### src/rtl/impdef_pkg.sv
package impdef_pkg;
  typedef enum logic [2:0] {
    SEL_NONE, SEL_RSVD, SEL_CFG, SEL_UPPER, SEL_LOWER, SEL_TID, SEL_STAT
  } reg_sel_e;

  typedef struct packed {
    logic     hit;    // crn=15 access
    logic     undef;  // flagged undefined
    logic     quiet;  // catch-all: RAZ/WI
    reg_sel_e sel;
  } dec_t;
endpackage

### src/rtl/impdef_decode.sv
module impdef_decode
  import impdef_pkg::*;
#(
  parameter int PRIV_W   = 2,
  parameter int MIN_PRIV = 1
) (
  input  logic [3:0]        crn_i,
  input  logic [3:0]        crm_i,
  input  logic [2:0]        opc1_i,
  input  logic [2:0]        opc2_i,
  input  logic [PRIV_W-1:0] priv_i,
  input  logic              catch_all_i,
  output dec_t              dec_o
);
  localparam logic [PRIV_W-1:0] MinPriv = PRIV_W'(MIN_PRIV);

  reg_sel_e sel;
  logic     priv_ok, opc_ok;

  always_comb begin
    unique case (crm_i)
      4'd0:    sel = SEL_RSVD;
      4'd1:    sel = SEL_CFG;
      4'd2:    sel = SEL_UPPER;
      4'd3:    sel = SEL_LOWER;
      4'd4:    sel = SEL_TID;
      4'd8:    sel = SEL_STAT;
      default: sel = SEL_NONE;
    endcase
  end

  assign priv_ok = priv_i >= MinPriv;
  assign opc_ok  = (opc1_i == 3'd0) && (opc2_i == 3'd0);

  always_comb begin
    dec_o.hit   = (crn_i == 4'd15);
    dec_o.quiet = dec_o.hit && catch_all_i;
    dec_o.undef = dec_o.hit && !catch_all_i &&
                  (!priv_ok || !opc_ok || sel == SEL_NONE);
    dec_o.sel   = (dec_o.hit && !dec_o.quiet && !dec_o.undef) ? sel : SEL_NONE;
  end
endmodule

### src/rtl/impdef_regs.sv
module impdef_regs
  import impdef_pkg::*;
#(
  parameter int              DATA_W     = 32,
  parameter logic [DATA_W-1:0] CFG_MASK = 'hE7,
  parameter int              CFG_ID_BIT = 5,
  parameter int              TID_W      = 16,
  parameter logic [DATA_W-1:0] PRI_ID   = 'h4100_A010,
  parameter logic [DATA_W-1:0] ALT_ID   = 'h4100_A011
) (
  input  logic              clk_i,
  input  logic              rst_ni,
  input  logic              we_i,
  input  reg_sel_e          sel_i,
  input  logic [DATA_W-1:0] wdata_i,
  output logic [DATA_W-1:0] rdata_o,
  output logic [DATA_W-1:0] cpu_id_o
);
  logic [DATA_W-1:0] cfg_q, upper_q, lower_q, tid_q, tid_w;

  generate
    if (TID_W >= DATA_W) begin : g_tid_full
      assign tid_w = wdata_i;
    end else begin : g_tid_part
      assign tid_w = {{(DATA_W-TID_W){1'b0}}, wdata_i[TID_W-1:0]};
    end
  endgenerate

  always_ff @(posedge clk_i or negedge rst_ni) begin
    if (!rst_ni) begin
      cfg_q   <= '0;
      upper_q <= '0;
      lower_q <= '0;
      tid_q   <= '0;
    end else if (we_i) begin
      unique case (sel_i)
        SEL_CFG:   cfg_q   <= wdata_i & CFG_MASK;
        SEL_UPPER: upper_q <= wdata_i;
        SEL_LOWER: lower_q <= wdata_i;
        SEL_TID:   tid_q   <= tid_w;
        default:   ;
      endcase
    end
  end

  always_comb begin
    unique case (sel_i)
      SEL_CFG:   rdata_o = cfg_q;
      SEL_UPPER: rdata_o = upper_q;
      SEL_LOWER: rdata_o = lower_q;
      SEL_TID:   rdata_o = tid_q;
      default:   rdata_o = '0;
    endcase
  end

  assign cpu_id_o = cfg_q[CFG_ID_BIT] ? ALT_ID : PRI_ID;
endmodule

### src/rtl/impdef_reg_bank.sv
module impdef_reg_bank
  import impdef_pkg::*;
#(
  parameter int              DATA_W     = 32,
  parameter int              PRIV_W     = 2,
  parameter int              MIN_PRIV   = 1,
  parameter logic [DATA_W-1:0] CFG_MASK = 'hE7,
  parameter int              CFG_ID_BIT = 5,
  parameter int              TID_W      = 16,
  parameter logic [DATA_W-1:0] PRI_ID   = 'h4100_A010,
  parameter logic [DATA_W-1:0] ALT_ID   = 'h4100_A011
) (
  input  logic              clk_i,
  input  logic              rst_ni,
  input  logic              req_valid_i,
  input  logic              req_write_i,
  input  logic [3:0]        req_crn_i,
  input  logic [3:0]        req_crm_i,
  input  logic [2:0]        req_opc1_i,
  input  logic [2:0]        req_opc2_i,
  input  logic [PRIV_W-1:0] req_priv_i,
  input  logic [DATA_W-1:0] req_wdata_i,
  input  logic              catch_all_i,
  output logic [DATA_W-1:0] rdata_o,
  output logic              undef_o,
  output logic              halt_o,
  output logic [DATA_W-1:0] cpu_id_o
);
  dec_t              dec;
  logic [DATA_W-1:0] bank_rdata;
  logic              we;

  impdef_decode #(.PRIV_W(PRIV_W), .MIN_PRIV(MIN_PRIV)) i_decode (
    .crn_i       (req_crn_i),
    .crm_i       (req_crm_i),
    .opc1_i      (req_opc1_i),
    .opc2_i      (req_opc2_i),
    .priv_i      (req_priv_i),
    .catch_all_i (catch_all_i),
    .dec_o       (dec)
  );

  assign we = req_valid_i && req_write_i;

  impdef_regs #(
    .DATA_W(DATA_W), .CFG_MASK(CFG_MASK), .CFG_ID_BIT(CFG_ID_BIT),
    .TID_W(TID_W), .PRI_ID(PRI_ID), .ALT_ID(ALT_ID)
  ) i_regs (
    .clk_i    (clk_i),
    .rst_ni   (rst_ni),
    .we_i     (we),
    .sel_i    (dec.sel),
    .wdata_i  (req_wdata_i),
    .rdata_o  (bank_rdata),
    .cpu_id_o (cpu_id_o)
  );

  always_ff @(posedge clk_i or negedge rst_ni) begin
    if (!rst_ni) begin
      rdata_o <= '0;
      undef_o <= 1'b0;
      halt_o  <= 1'b0;
    end else begin
      undef_o <= req_valid_i && dec.undef;
      halt_o  <= we && (dec.sel == SEL_STAT);
      if (req_valid_i && !req_write_i && dec.hit) rdata_o <= bank_rdata;
    end
  end
endmodule

### config.mk
export PLATFORM = sky130hd
export DESIGN_NAME = impdef_reg_bank
export DESIGN_NICKNAME = d
export VERILOG_FILES = /design/src/rtl/impdef_pkg.sv /design/src/rtl/impdef_decode.sv /design/src/rtl/impdef_regs.sv /design/src/rtl/impdef_reg_bank.sv
export SDC_FILE = /design/constraint.sdc
export NUM_CORES = 1
export LEC_CHECK = 0
export BUFFER_PORTS_ARGS = -buffer_cell sky130_fd_sc_hd__buf_4
export CORE_MARGIN = 5
export CORE_UTILIZATION = 33
export CTS_CLUSTER_SIZE = 25
export DETAILED_ROUTE_END_ITERATION = 10
export SYNTH_ARGS = -nofsm -noshare
export SYNTH_HDL_FRONTEND = slang
export SYNTH_HIERARCHICAL = 1
export SYNTH_SLANG_ARGS = --single-unit
### constraint.sdc
create_clock -name clk_i -period 1.46 [get_ports clk_i]
set_input_delay 0.292 -clock clk_i [delete_from_list [all_inputs] [get_ports clk_i]]
set_output_delay 0.292 -clock clk_i [all_outputs]
set_load 0.02 [all_outputs]
* Word level (Yosys, flattened, before mapping)
Index checks and enable logic that the tools add are counted.
** Storage, ports and cells
- Flip-flop bits (word level) :: 120
- Logic and storage cells :: 50
- Input port bits :: 53
- Output and inout port bits :: 66
** Operators by class
- $lt $le $gt $ge :: 1
- Eq/ne operators :: 11
- Reductions and logical operators :: 27
- Mux-type cells :: 4
** Operators by type and width (count)
- $pmux 32 s4 :: 1
- $pmux 3 s6 :: 1
- $logic_and 1x1->1 :: 11
- $eq 3x3->1 const B :: 3
- $logic_not 3->1 :: 3
- $eq 4x2->1 const B :: 2
- $eq 4x4->1 const B :: 2
- $reduce_and 2->1 :: 4
- $eq 3x2->1 const B :: 2
- $logic_not 1->1 :: 6
- $eq 4x1->1 const B :: 1
- $eq 4x3->1 const B :: 1
- $logic_not 4->1 :: 1
- $mux 3 :: 1
- $ge 2x1->1 const B :: 1
- $logic_or 1x1->1 :: 2
- $mux 1 :: 1

* Longest topological paths before layout
- Depth in word-level cells :: 11
- Gate-level depth with buffers :: 10
- Depth with buffers taken out :: 6

* Modules after synthesis
Netlist, hierarchy kept.
** Modules (own cells, without submodules)
- impdef_regs :: times used 1, cells each 287, sequential area each 2152.1 µm², area each 4229.1 µm²
- impdef_reg_bank :: times used 1, cells each 73, sequential area each 850.8 µm², area each 1400.1 µm²
- impdef_decode :: times used 1, cells each 22, sequential area each 0.0 µm², area each 152.6 µm²

* Worst setup path before layout
No wires, ideal clock.
- Path kind :: input-to-reg
- Start point :: input port req_crm_i[3]
- End point :: register rdata_o[16]
- Buffers on the path :: 3
- Path slack :: -1044 ps
- Arrival :: 2379 ps
- Required time :: 1335 ps
- Setup time :: 125 ps
- Cell stages on the path :: 9
- Cells stage by stage :: buf_6 a211oi_2 nand4b_1 nor3_1 and3b_1 buf_2 buf_2 a22o_1 mux2_4
** RTL lines
- from (decl) :: RTL line impdef_reg_bank.sv:18 : input logic [3:0] req_crm_i,
- to (signal assigned) :: RTL line impdef_reg_bank.sv:66 : if (req_valid_i && !req_write_i && dec.hit) rdata_o <= bank_rdata;
- to (decl) :: RTL line impdef_reg_bank.sv:24 : output logic [DATA_W-1:0] rdata_o,

==> metrics <==
pwr/cell area approximately 1100 mW/mm2; first-pass GRT wire length between 20 and 25 mm; Cells after Synth around 380; Register-to-Register Setup Slack roughly 380 ps; Port Buffers 87; setup violators final 118; # H-tree levels 4; status finished, violations left; Max Clk Rate 0.5376 GHz; placed cell area ~0.0068 mm2; Area Overhead vs Synth 35.59%; via count of the first global-routing pass a little under 4000; Hold Path Depth 2; leakage power between 3 and 4 nW; Fill cells between 1500 and 2000; Worst Clk Skew 6.658 ps; GR Overflow Total 0; die area a little over 0.02 mm2; I/O pin total 119; critical path start-end classification input pin to flip-flop; Layout Cells excl Fill between 700 and 800; routed wire length roughly 13 mm; Warnings, synthesis 6; Final HPWL DP between 8 and 9 mm; worst path arrival time between 2000 and 2500 ps; clock tree sinks 120; crit path launch type input pin; number of diodes 0; share of cells above drive strength 1 around three fifths; Hold Vio Cnt, Final 0; antenna-violating nets left 0; Final Cell Area around 0.0078 mm2; Cell Rows 48; DRT Pass-1 Iters 4; Final period util 127.4%; FF-to-FF Start i_regs/lower_q[6]; Clk pin slew, worst setup/hold paths roughly 50 ps; RR Endpoint rdata_o[6]; PnR worst setup slack -400.1 ps; register area around 0.0030 mm2; total CTS buffers 17; Avg Inst Size Synth 15.16 um2; Max Buffers Root-to-Sink 2; Placed Cells between 600 and 700; Peak supply drop 791.5 uV; failing checks negative setup slack; Core Area roughly 0.017 mm2; initial antenna violation count 0; Residual DRC 0; worst hold start req_wdata_i[27]; CP endpoint kind flip-flop; Hold Crit Class input pin to flip-flop; RD Place Congestion a little over 0.7; Final Max Tran Viols 0; Total GRT Usage around 13%; largest net degree at the start of global routing between 50 and 60; TritonCTS clock tree yes; vias per cell 4.701; Tot Pwr around 8.3 mW; Chip Height roughly 140 um; Die X ~140 um; Final nets between 500 and 600; post-DR wirelength/cell ~18 um; fin util between 40% and 50%; root buffer cell clkbuf_16; multi-input logic area 0.002609 mm2; RSZ-0062 raised after global routing true; Tmin final ~1900 ps; CP max FO 13; Initial Util around 34%; vias around 3500; Iter 0 DRT Violations around 120; Post-Route Setup TNS -35720 ps; worst-case hold path end point i_regs/lower_q[27]; worst-skew pair later-pin latency 410 ps; worst path required time about 1800 ps; Reg2Reg Depth 3; synthesized area around 0.0058 mm2; max_cap viols 0
-- layout by cell type (no fill, tap or decap), types with 2 or more instances in the layout --
| master | count |
|---|---|
| clkbuf_8 | 3 |
| o2bb2ai_2 | 4 |
| and2_1 | 2 |
| clkinvlp_4 | 2 |
| nor3_4 | 2 |
| a22o_1 | 16 |
| xor2_1 | 2 |
| buf_4 | 96 |
| bufinv_16 | 5 |
| nor4bb_4 | 2 |
| mux2i_2 | 4 |
| mux2_2 | 50 |
| clkbuf_16 | 17 |
| clkinv_2 | 2 |
| buf_6 | 13 |
| mux2i_1 | 18 |
| o22ai_1 | 5 |
| dfrtp_1 | 120 |
| o2bb2ai_1 | 6 |
| o22ai_2 | 2 |
| nand2b_4 | 2 |
| conb_1 | 31 |
| buf_8 | 2 |
| buf_12 | 17 |
| nor2_1 | 4 |
| mux2_4 | 68 |
-- layer usage --
metal	vias up	routed length [um]	global-route usage (%)
met1	1818	5860	17.31
met5	-	0	0
met2	82	6530	22.14
met3	11	587	3.629
met4	0	146	4.202
li1	1577	-	-
-- worst max path at each step --
stage | start | end | slack, ps | cells after the start
after floorplan | req_crm_i[3] | rdata_o[16] | -700 | 9
after global placement | req_opc1_i[0] | rdata_o[6] | -930 | 8
after detailed placement | req_opc1_i[0] | rdata_o[28] | -910 | 8
after CTS | req_opc2_i[2] | rdata_o[28] | -380 | 10
after global routing | req_opc2_i[2] | rdata_o[28] | -470 | 10
final | req_crm_i[3] | rdata_o[28] | -400 | 11
-- worst max-delay path, cell delays in order --
cell and delay (ps):
buf_6 100, buf_6 120, buf_4 130, xor2_1 160, a21oi_2 100, nor3_4 220
buf_6 130, and3b_2 240, buf_12 160, a22o_1 230, mux2_4 270
-- where the power goes --
part           switching, mW  internal [mW]  total [mW]
registers           0.000282           3.33        3.33
clock network           1.48           3.17        4.65
logic                  0.224          0.147       0.372
total                   1.70           6.64        8.35
-- repair_timing --
action / CTS / global route
hold buffers: 1 / 0
pin swaps: 9 / 6
hold endpoints to repair: 20 / 0
cloned: 2 / 0
buffers inserted: 9 / 0
gates resized for setup: 37 / 16
setup endpoints to repair: 118 / 118
-- stage by stage --
step           setup slack, ps  hold WS [ps]
5_1_grt                 -471.4         107.2
4_1_cts                 -382.8         103.3
3_3_place_gp            -930.1         205.9
3_5_place_dp            -913.9         212.0
6_report                -400.1         127.5
2_1_floorplan           -698.9        -3.591
-- sequential cells by signal, summed over array words and instances, names as in the netlist --
register        cells
halt_o              1
i_regs/cfg_q        6
i_regs/tid_q       16
rdata_o            32
undef_o             1
i_regs/upper_q     32
i_regs/lower_q     32
-- final cells by class --
type | count | area share [%]
flip-flops and latches | 120 | 38.34
clock inverters | 11 | 2.460
repair buffers | 130 | 16.28
multi-input cells | 235 | 33.31
well taps | 225 | 3.595
clock buffers | 21 | 6.007
(Power assumes the default switching activity.)
